<file path="config.mk">
export PLATFORM = sky130hd
export DESIGN_NAME = dpwm_gate_seq
export DESIGN_NICKNAME = d
export VERILOG_FILES = /design/src/rtl/dpwm_pkg.sv /design/src/rtl/dpwm_seq.sv /design/src/rtl/dpwm_decode.sv /design/src/rtl/dpwm_dead.sv /design/src/rtl/dpwm_gate_seq.sv
export SDC_FILE = /design/constraint.sdc
export NUM_CORES = 1
export LEC_CHECK = 0
export ABC_AREA = 1
export BUFFER_PORTS_ARGS = -buffer_cell sky130_fd_sc_hd__clkbuf_2
export CAP_MARGIN = 20
export CORE_ASPECT_RATIO = 0.6
export CORE_MARGIN = 1
export CORE_UTILIZATION = 45
export DETAILED_ROUTE_END_ITERATION = 10
export PLACE_DENSITY_LB_ADDON = 0.15
export SLEW_MARGIN = 20
export SYNTH_ARGS = -nofsm -noshare
export SYNTH_HDL_FRONTEND = slang
export SYNTH_SLANG_ARGS = --single-unit
export TNS_END_PERCENT = 10
</file>
<file path="constraint.sdc">
create_clock -name clk -period 6.17 [get_ports clk]
set_input_delay 1.234 -clock clk [delete_from_list [all_inputs] [get_ports clk]]
set_output_delay 1.234 -clock clk [all_outputs]
set_load 0.02 [all_outputs]
</file>
<file path="src/rtl/dpwm_pkg.sv">
package dpwm_pkg;

    typedef logic [2:0] vec3_t;

    localparam vec3_t ZERO_VEC = 3'b111;

    // Returns {X, Y} for a sector; unknown sectors play the zero vector only.
    function automatic logic [5:0] sector_vecs(input logic [2:0] sec);
        logic [5:0] r;
        case (sec)
            3'd1:    r = {3'b110, 3'b100};
            3'd2:    r = {3'b110, 3'b010};
            3'd3:    r = {3'b011, 3'b010};
            3'd4:    r = {3'b011, 3'b001};
            3'd5:    r = {3'b101, 3'b001};
            3'd6:    r = {3'b101, 3'b100};
            default: r = {ZERO_VEC, ZERO_VEC};
        endcase
        return r;
    endfunction

endpackage

</file>
<file path="src/rtl/dpwm_seq.sv">
module dpwm_seq
    import dpwm_pkg::*;
#(
    parameter int CNT_W = 16
) (
    input  logic             clk,
    input  logic             rst_n,
    input  logic [2:0]       sector_i,
    input  logic [CNT_W-1:0] period_i,
    input  logic [CNT_W-1:0] tx_i,
    input  logic [CNT_W-1:0] ty_i,
    output vec3_t            vec_o,
    output logic             start_o
);

    localparam logic [CNT_W-1:0] MIN_P = CNT_W'(2);

    typedef struct packed {
        logic             run;
        logic             start;
        logic [CNT_W-1:0] pos;
        logic [CNT_W-1:0] plen;
        logic [CNT_W-1:0] b0;
        logic [CNT_W-1:0] b1;
        logic [CNT_W-1:0] b2;
        logic [CNT_W-1:0] b3;
        logic [CNT_W-1:0] b4;
        vec3_t            vx;
        vec3_t            vy;
        vec3_t            vec;
    } seq_t;

    seq_t s_d, s_q;
    logic             latch;
    logic [CNT_W-1:0] p_len, tx_c, rem_c, ty_c, tz_c;

    always_comb begin
        s_d   = s_q;
        latch = !s_q.run || (s_q.pos == s_q.plen - 1'b1);
        p_len = (period_i < MIN_P) ? MIN_P : period_i;
        tx_c  = (tx_i > p_len) ? p_len : tx_i;
        rem_c = p_len - tx_c;
        ty_c  = (ty_i > rem_c) ? rem_c : ty_i;
        tz_c  = rem_c - ty_c;
        if (latch) begin
            s_d.run          = 1'b1;
            s_d.pos          = '0;
            s_d.plen         = p_len;
            s_d.b0           = tz_c >> 1;
            s_d.b1           = s_d.b0 + (tx_c >> 1);
            s_d.b2           = s_d.b1 + (ty_c >> 1);
            s_d.b3           = s_d.b2 + (ty_c >> 1);
            s_d.b4           = s_d.b3 + (tx_c >> 1);
            {s_d.vx, s_d.vy} = sector_vecs(sector_i);
        end else begin
            s_d.pos = s_q.pos + 1'b1;
        end
        s_d.start = latch;
        if (s_d.pos < s_d.b0)      s_d.vec = ZERO_VEC;
        else if (s_d.pos < s_d.b1) s_d.vec = s_d.vx;
        else if (s_d.pos < s_d.b2) s_d.vec = s_d.vy;
        else if (s_d.pos < s_d.b3) s_d.vec = s_d.vy;
        else if (s_d.pos < s_d.b4) s_d.vec = s_d.vx;
        else                       s_d.vec = ZERO_VEC;
    end

    always_ff @(posedge clk or negedge rst_n) begin
        if (!rst_n) begin
            s_q     <= '0;
            s_q.vec <= ZERO_VEC;
        end else begin
            s_q <= s_d;
        end
    end

    assign vec_o   = s_q.vec;
    assign start_o = s_q.start;

    p_no_null_vec_r3: assert property (@(posedge clk) disable iff (!rst_n)
        s_q.run |-> (s_q.vec != 3'b000));

    p_pos_in_period_r4: assert property (@(posedge clk) disable iff (!rst_n)
        s_q.run |-> (s_q.pos < s_q.plen));

endmodule

</file>
<file path="src/rtl/dpwm_decode.sv">
module dpwm_decode
    import dpwm_pkg::*;
(
    input  vec3_t      vec_i,
    output logic [2:0] want_leg,
    output logic       want_odd,
    output logic       want_ser
);

    always_comb begin
        want_leg = vec_i;
        want_odd = ($countones(vec_i) == 1);
        want_ser = (vec_i != ZERO_VEC);
    end

endmodule

</file>
<file path="src/rtl/dpwm_dead.sv">
module dpwm_dead #(
    parameter int DEAD_W = 8
) (
    input  logic              clk,
    input  logic              rst_n,
    input  logic              fault,
    input  logic              want_hi,
    input  logic [DEAD_W-1:0] dead_i,
    output logic              hi_o,
    output logic              lo_o
);

    typedef struct packed {
        logic              side;
        logic              hi;
        logic              lo;
        logic [DEAD_W-1:0] wait_cnt;
    } dead_t;

    dead_t d_d, d_q;

    always_comb begin
        d_d = d_q;
        if (fault) begin
            d_d.side     = want_hi;
            d_d.hi       = 1'b0;
            d_d.lo       = 1'b0;
            d_d.wait_cnt = '0;
        end else if (want_hi != d_q.side) begin
            d_d.side     = want_hi;
            d_d.hi       = 1'b0;
            d_d.lo       = 1'b0;
            d_d.wait_cnt = dead_i;
        end else if (d_q.wait_cnt > 1) begin
            d_d.hi       = 1'b0;
            d_d.lo       = 1'b0;
            d_d.wait_cnt = d_q.wait_cnt - 1'b1;
        end else begin
            d_d.hi       = d_q.side;
            d_d.lo       = !d_q.side;
            d_d.wait_cnt = '0;
        end
    end

    always_ff @(posedge clk or negedge rst_n) begin
        if (!rst_n) d_q <= '0;
        else        d_q <= d_d;
    end

    assign hi_o = d_q.hi;
    assign lo_o = d_q.lo;

    p_gap_before_hi_r9: assert property (@(posedge clk) disable iff (!rst_n)
        $rose(d_q.hi) |-> !$past(d_q.lo));

    p_gap_before_lo_r9: assert property (@(posedge clk) disable iff (!rst_n)
        $rose(d_q.lo) |-> !$past(d_q.hi));

    p_fault_off_r10: assert property (@(posedge clk) disable iff (!rst_n)
        fault |=> (!d_q.hi && !d_q.lo));

endmodule

</file>
<file path="src/rtl/dpwm_gate_seq.sv">
module dpwm_gate_seq
    import dpwm_pkg::*;
#(
    parameter int CNT_W  = 16,
    parameter int DEAD_W = 8
) (
    input  logic              clk,
    input  logic              rst_n,
    input  logic              fault,
    input  logic [2:0]        sector_i,
    input  logic [CNT_W-1:0]  period_i,
    input  logic [CNT_W-1:0]  tx_i,
    input  logic [CNT_W-1:0]  ty_i,
    input  logic [DEAD_W-1:0] dead_i,
    output logic              cycle_start,
    output logic [2:0]        g_hi,
    output logic [2:0]        g_lo,
    output logic              g_ser,
    output logic              g_odd,
    output logic              g_even
);

    localparam int NPAIR = 4;

    typedef struct packed {
        logic ser;
        logic start;
    } top_t;

    vec3_t            vec;
    logic             seq_start;
    logic [2:0]       want_leg;
    logic             want_odd, want_ser;
    logic [NPAIR-1:0] want_pair, hi_v, lo_v;
    top_t             t_d, t_q;

    dpwm_seq #(.CNT_W(CNT_W)) u_seq (
        .clk      (clk),
        .rst_n    (rst_n),
        .sector_i (sector_i),
        .period_i (period_i),
        .tx_i     (tx_i),
        .ty_i     (ty_i),
        .vec_o    (vec),
        .start_o  (seq_start)
    );

    dpwm_decode u_dec (
        .vec_i    (vec),
        .want_leg (want_leg),
        .want_odd (want_odd),
        .want_ser (want_ser)
    );

    assign want_pair = {want_odd, want_leg};

    for (genvar i = 0; i < NPAIR; i++) begin : g_pair
        dpwm_dead #(.DEAD_W(DEAD_W)) u_dead (
            .clk     (clk),
            .rst_n   (rst_n),
            .fault   (fault),
            .want_hi (want_pair[i]),
            .dead_i  (dead_i),
            .hi_o    (hi_v[i]),
            .lo_o    (lo_v[i])
        );
    end

    always_comb begin
        t_d       = t_q;
        t_d.ser   = want_ser && !fault;
        t_d.start = seq_start;
    end

    always_ff @(posedge clk or negedge rst_n) begin
        if (!rst_n) t_q <= '0;
        else        t_q <= t_d;
    end

    assign cycle_start = t_q.start;
    assign g_ser       = t_q.ser;
    assign g_hi        = hi_v[2:0];
    assign g_lo        = lo_v[2:0];
    assign g_odd       = hi_v[3];
    assign g_even      = lo_v[3];

    p_odd_needs_ser_r8: assert property (@(posedge clk) disable iff (!rst_n)
        g_odd |-> g_ser);

    p_fault_ser_off_r10: assert property (@(posedge clk) disable iff (!rst_n)
        fault |=> !g_ser);

endmodule

</file>
# Yosys cells after proc, flatten, opt, wreduce, memory -nomap -nowiden
# Cells that the tools add are included.
[totals]
output_inout_bits = 10
regBits = 169
mem_bits_ro = 0
inputBits = 62
memories = 0
wordCells = 108
latchBits = 0
mem_bits_rw = 0
[classes]
n_reduce_logical = 12
n_bitwise = 0
mux = 27
eq_ne = 13
multipliers = 0
addsub = 14
div_mod_pow = 0
shift = 0
n_lt_le_gt_ge = 12
[op_table]
columns = ["cell", "n"]
rows = [
  ["$mux 86", 1],
  ["$lt 16x16->1", 5],
  ["$mux 10", 8],
  ["$mux 16", 4],
  ["$add 16x15->16", 3],
  ["$mux 11", 4],
  ["$pmux 6 s6", 1],
  ["$add 32x1->32", 1],
  ["$eq 32x2->1 const B", 1],
  ["$gt 16x16->1", 2],
  ["$gt 8x1->1 const B", 4],
  ["$sub 16x16->16", 2],
  ["$sub 8x1->8 const B", 4],
  ["$add 15x15->16", 1],
  ["$add 16x1->16 const B", 1],
  ["$eq 16x16->1", 1],
  ["$lt 16x2->1 const B", 1],
  ["$sub 16x1->16 const B", 1],
  ["$mux 3", 5],
  ["$eq 3x3->1 const B", 3],
  ["$reduce_bool 2->1", 4],
  ["$eq 3x2->1 const B", 2],
  ["$logic_not 1->1", 6],
  ["$mux 1", 4],
  ["other kinds (6)", 9],
]

# Depth between registers and ports, before layout
# Gate-level depths: netlist (run 1).
[depth]
word_depth = 19
depth_mapped = 101
mapped_depth_nobuf = 99

# Cells and area by module
# Synthesis (run 1) repeated with hierarchy kept, for this count alone.
[unflattened]
cells_unflattened = 2213
hier_area_um2 = 15556.2
[by_module_without_submodules]
columns = ["mod", "area_each_um2", "seq_area_each_um2", "cells_per_inst", "instances"]
rows = [
  ["dpwm_seq", 12891.1, 3081.7, 1862, 1],
  ["dpwm_dead", 636.9, 275.3, 85, 4],
  ["dpwm_gate_seq", 60.1, 50.0, 4, 1],
  ["dpwm_decode", 57.6, 0.0, 7, 1],
]

# Least setup slack after synthesis (run 1)
# Ideal clock, no wire load.
[synth_timing]
kind = "input to register"
from = "input period_i[9]"
to = "register u_seq.vec_o[0] (netlist name)"
setup_time_ns = 0.081
path_slack_ns = -5.885
arrival_time_ns = 11.974
n_path_buf = 4
stages = 79
t_required_ns = 6.089
path_cell_list = "inv_1 ha_1 a21oi_1 nand3b_1 a21oi_1 nor4_1 nand2_2 nand2_4 buf_6 clkbuf_1 nand2_1 o21ai_0 inv_1 ha_1 inv_1 o21bai_1 inv_1 nor2_1 [... 43 more ...] nor3_1 nand4_1 nand4_1 xor2_1 ha_1 inv_1 nor3_1 a221oi_1 nand3_2 nand3_1 nand2_1 ha_1 nand2_1 nor3_1 nand4_1 o211ai_1 nor3_1 o211ai_1"
[synth_lines]
columns = ["item", "line", "text"]
rows = [
  ["start: declaration", "dpwm_gate_seq.sv:11", "input logic [CNT_W-1:0] period_i,"],
]

==> results of run 1 <==
-- layout by cell type (no fill, tap or decap), types with 33 or more instances in the layout --
master / instances
o21ai_0: 105
dfrtp_1: 166
nor2_1: 96
inv_2: 47
nand2_2: 108
clkbuf_2: 59
o21ai_2: 66
ha_4: 51
nand3_2: 47
xor2_1: 54
nand3_1: 84
inv_1: 287
or2_2: 46
ha_1: 133
buf_6: 37
nand2_1: 342
buf_4: 526
a21oi_1: 99
nand2_4: 33
-- registers in the layout, indices dropped and copies added, names as in the netlist --
register / flops
cycle_start: 1
g_pair.u_dead.hi_o: 4
u_seq.s_q: 119
u_seq.vec_o: 3
u_seq.start_o: 1
g_ser: 1
g_pair.u_dead.lo_o: 4
g_pair.u_dead.d_q: 36
-- cell type report --
cell class | count | area share (%)
tap | 459 | 2.42
timing repair buffer | 627 | 20.0
sequential | 169 | 17.8
clock buffer | 17 | 1.79
multi-input combinational | 1591 | 51.7
inverter | 343 | 5.54
clock inverter | 15 | 0.649
timing repair inverter | 1 | 0.0264
-- per-stage QoR --
step	instance area, um2	setup WS [ns]	hold WS, ns	util (%)
3_5_place_dp	19900	-5.97	0.335	59.0
4_1_cts	22300	-5.00	0.351	66.0
6_report	23700	-5.41	0.350	70.4
5_1_grt	23700	-5.90	0.354	70.4
2_1_floorplan	15900	-4.92	0.331	-
3_3_place_gp	19900	-5.75	0.333	59.0
-- how the worst max path moves through the flow --
stage,endpoint,slack (ns),depth (start not counted)
3_5_place_dp,u_seq.vec_o[0],-5.97,77
6_report,u_seq.vec_o[1],-5.41,80
4_1_cts,u_seq.vec_o[1],-5.00,81
5_1_grt,u_seq.vec_o[1],-5.90,83
3_3_place_gp,u_seq.vec_o[2],-5.75,75
2_1_floorplan,u_seq.vec_o[0],-4.92,83
-- timing repair --
action	4_1_cts	5_1_grt
gates cloned	2	0
buffers inserted	80	30
gates resized for setup	279	298
setup endpoints to repair	81	82
pin swaps	132	136
-- routing by layer --
layer | vias to the layer above | GRT usage, % | wire length, um
met3 | 71 | 5.16 | 3950
met4 | 0 | 8.04 | 977
li1 | 8237 | - | -
met2 | 501 | 43.8 | 23700
met5 | - | 0 | 0
met1 | 7988 | 46.1 | 26500
-- cells by family (layout without fill, tap and decap cells) --
kind of cell	count (synthesis)	in the layout	share of synthesized area, %
AND/OR/NAND/NOR	894	895	27.0
other	1	1	0.0243
adder cells (fa/ha/maj)	186	186	15.1
buffers and inverters	401	1003	10.0
XOR/XNOR	103	103	5.90
flip-flops	169	169	27.4
AO/OA/AOI/OAI	406	406	14.5
-- critical path, delay by kind of cell --
kind,cells,cell delay [ns]
compound gates,15,2.36
xor+xnor,5,0.86
fa+ha+maj,8,2.21
buf+inv,12,1.19
simple gates,40,4.04
==> impl_metrics.toml, run 1 <==
[die]
row_count = 52
num_io_pins = 72
die_h_um = 145
initial_core_util_pct = 45.8
die-area_mm2 = 0.0351
fp.coreArea_mm2 = 0.0337
die_w_um = 241

[worst_setup_path]
timing.rr.end = "u_seq.vec_o[2]"
required_ns = 6.54
crit_path_start = "period_i[14]"
r2r_slack_ns = 0.24
reg2reg_depth = 26
critPathLaunchType = "input port"
worstReg2RegStart = "u_seq.s_q[91]"
crit_path_end_kind = "register"
cpMostUsedCell = "nand2_2"
cp_slowest_stage_delay_ns = 0.35
worst_ep_arrival_time_ns = 11.95
worst-path-max-fanout = 7
crit_slowest_cell = "ha_1"
setup.worst_path.class = "input port to register"

[synthesis]
yosys.cell_types.count = 60
syn_area_mm2 = 0.0154
synth_top_area_share_pct = 26.9
synth_edf_count = 0
synth_most_common_cell = "nand2_1"
ys_top_cells_by_count = "nand2_1, inv_1, ha_1"
ys_ff_latch = 169
synth_top_area_cell = "dfrtp_1"
ys_seq_area_share_pct = 27.4
syn_inst = 2160
synth_ff_type = "dfrtp_1"
synthTopCellsByArea = "dfrtp_1, ha_1, nand2_1, inv_1, o21ai_0"
yosysWarnings = 0
synth_nets = 2408
async_flop_share_pct = 100
synth.avg_cell_area_um2 = 7.14

[drt]
ant_nets = 0
routed_via_density = 5.21
drt_iter0_drc = 1383
post-route-drc-count = 0
vias = 16797
first_pass_iters = 5
routed_wl_mm = 55.1
routedWlPerCell_um = 17.1

[global_route]
grt_max_degree = 95
grt_pass1_wl_mm = 83.2
grtUsageTotal_pct = 30.3
grt_pass1_vias = 16168
grt-ovfl-total = 0
grt_antenna_before_repair = 0

[sta]
worst_pin_slew_ns = 0.972
hold_violations = 0
finalCriticalPeriod_ns = 11.58
max_freq_mhz = 86.4
finalWorstSetupSlack_ns = -5.41
rsz0062_at_grt = "true"
maxSlewViolCount = 0
relSlewSlack_pct = 35.2
tns_ns = -178.10
setup-violations-final = 79
fin_skew_ns = 0.0133
fin_crit_sh_pct = 188

[clock_tree]
path_clk_slew_ns = 0.07
ctsRootBufferMaster = "clkbuf_16"
cts_buffers = 17
cts_max_level = 4
clock_path_buffers = 2
cts.hold.buffers_added = 0
numClockSinks = 169
cts_tree = "built"
clk-insertion-delay-late_ns = 0.46

[layout]
drive_gt1_share_pct = 44.9
final_cells = 3222
fin_nets = 2998
syn2layout_area_growth_pct = 53.8
multi_input_area_mm2 = 0.0123
regArea_mm2 = 0.00423
antenna_cells = 0
num-fill-cells = 2640

[place]
dp_hpwl_mm = 39.2
placed_cells = 3081
portBuffers = 71
gp_congestion = 0.935

[worst_hold_path]
hold_class = "register to register"
worst_hold_path.endpoint = "cycle_start"
worstHoldPathCells = 0
min-delay-start = "u_seq.start_o"

[outcome]
violations = "setup timing"
status = "finished, violations left"

[run]
cap_violations = 0
Power of run 1 is not shown: default switching activity piles up to over one toggle a cycle in this logic, so the estimate is an artifact.
==> run 2: changes to the inputs <==
- clock period: 6.17 -> 10.8 ns (I/O delays scaled with it)
==> impl_metrics.toml, run 2 (same netlist as run 1, synthesis figures left out) <==
[sta]
fin_skew_ns = 0.0222
worst_pin_slew_ns = 0.962
relSlewSlack_pct = 35.8
setup-violations-final = 13
finalWorstSetupSlack_ns = -1.67
fin_crit_sh_pct = 115
finalCriticalPeriod_ns = 12.47
rsz0062_at_grt = "true"
maxSlewViolCount = 0
max_freq_mhz = 80.2
hold_violations = 0

[place]
portBuffers = 71
gp_congestion = 0.898
dpl_worst_slack_ns = -2.39
placed_cells = 3060
dp_hpwl_mm = 38.3
postPlaceCellArea_mm2 = 0.0197

[worst_setup_path]
crit_buf_inv = 11
required_ns = 11.18
critPathLaunchType = "input port"
worst-path-max-fanout = 7
crit_slowest_cell = "a221oi_2"
cp_slowest_stage_delay_ns = 0.33
cpMostUsedCell = "nand2_2"
crit_family = "simple AND/OR/NAND/NOR gates"
setup.worst_path.class = "input port to register"
worst_ep_arrival_time_ns = 12.85
crit_path_end_kind = "register"

[clock_tree]
numClockSinks = 169
cts_max_level = 4
path_clk_slew_ns = 0.08
clock_path_buffers = 2
ctsRootBufferMaster = "clkbuf_16"
cts.hold.buffers_added = 0
cts_buffers = 17
clk-insertion-delay-late_ns = 0.47
cts_tree = "built"

[outcome]
status = "finished, violations left"
violations = "setup timing"

[die]
die_w_um = 241
die_h_um = 145
initial_core_util_pct = 45.8
die-area_mm2 = 0.0351
fp.coreArea_mm2 = 0.0337
row_count = 52
num_io_pins = 72

[global_route]
grt_antenna_before_repair = 0
grt_max_degree = 74
grtUsageTotal_pct = 29.3
grt_pass1_wl_mm = 80.2
grt-ovfl-total = 0
grt_pass1_vias = 15509

[drt]
first_pass_iters = 6
routed_via_density = 5.19
vias = 16497
routed_wl_mm = 52.7
routedWlPerCell_um = 16.6
ant_nets = 0
drt_iter0_drc = 1293
post-route-drc-count = 0

[layout]
regMostFlops = "u_seq.s_q"
reg_top3 = "u_seq.s_q: 119 flops, g_pair.u_dead.d_q: 36 flops"
fin_nets = 2955
utilization_pct = 66.8
syn2layout_area_growth_pct = 46.0
drive_gt1_share_pct = 38.8
num-fill-cells = 2762
antenna_cells = 0
largest_reg_flops = 119
final_cells = 3179
final_common_cell = "buf_4"
finalInstanceArea_mm2 = 0.0225
final_cell_mix = "buf_4, nand2_1, inv_1"

[run]
cap_violations = 0

[worst_hold_path]
hold_class = "register to register"
-- run 2: final timing paths --
kind                       slack [ns]  depth (start not counted)                 endpoint          start
min in group asynchronous        1.71                          1  g_pair[3].u_dead.d_q[3]          rst_n
min reg2reg                      0.35                          0              cycle_start  u_seq.start_o
max in group asynchronous        7.12                          3           u_seq.s_q[105]          rst_n
min                              0.35                          0              cycle_start  u_seq.start_o
max                             -1.67                         81           u_seq.vec_o[0]   period_i[13]
max reg2reg                      4.41                         30           u_seq.vec_o[0]  u_seq.s_q[91]
-- run 2: cell type report --
class / count / area, um2 / share of cell area (%)
repair buffers: 584 / 4330 / 19.2
clock inverters: 15 / 170 / 0.756
flip-flops and latches: 169 / 4230 / 18.8
inverters: 343 / 1310 / 5.81
clock buffers: 17 / 425 / 1.89
well taps: 459 / 574 / 2.55
repair inverters: 1 / 8.76 / 0.0389
multi-input cells: 1591 / 11500 / 50.9
-- run 2: what timing repair did --
item                       in CTS  in global routing
cloned                          0                  2
resized for setup             101                211
setup endpoints to repair      14                 27
setup buffers                  48                 38
pin swaps                      95                136
-- run 2: routing by layer --
layer	GRT usage, %	up-vias	share of wire, %
li1	-	8149	-
met1	46.5	7821	50
met2	41.7	479	42
met3	3.89	48	6.5
met4	5.63	0	1.4
met5	0	-	0
-- run 2: worst reg2reg max path: cells and delay by family, from the launching register on --
kind / cells / cell delay [ns]
XOR/XNOR: 1 / 0.16
buffers and inverters: 5 / 1.53
AND/OR/NAND/NOR: 18 / 3.10
flip-flops: 1 / 0.43
AO/OA/AOI/OAI: 5 / 0.78
adder cells (fa/ha/maj): 1 / 0.29
-- run 2: per-stage QoR --
stage / setup TNS [ns] / hold WS (ns)
2_1_floorplan: -4.60 / 0.331
3_3_place_gp: -16.36 / 0.334
3_5_place_dp: -20.14 / 0.338
4_1_cts: -6.25 / 0.355
5_1_grt: -18.16 / 0.360
6_report: -8.36 / 0.352
Power of run 2 is left out for the same reason.
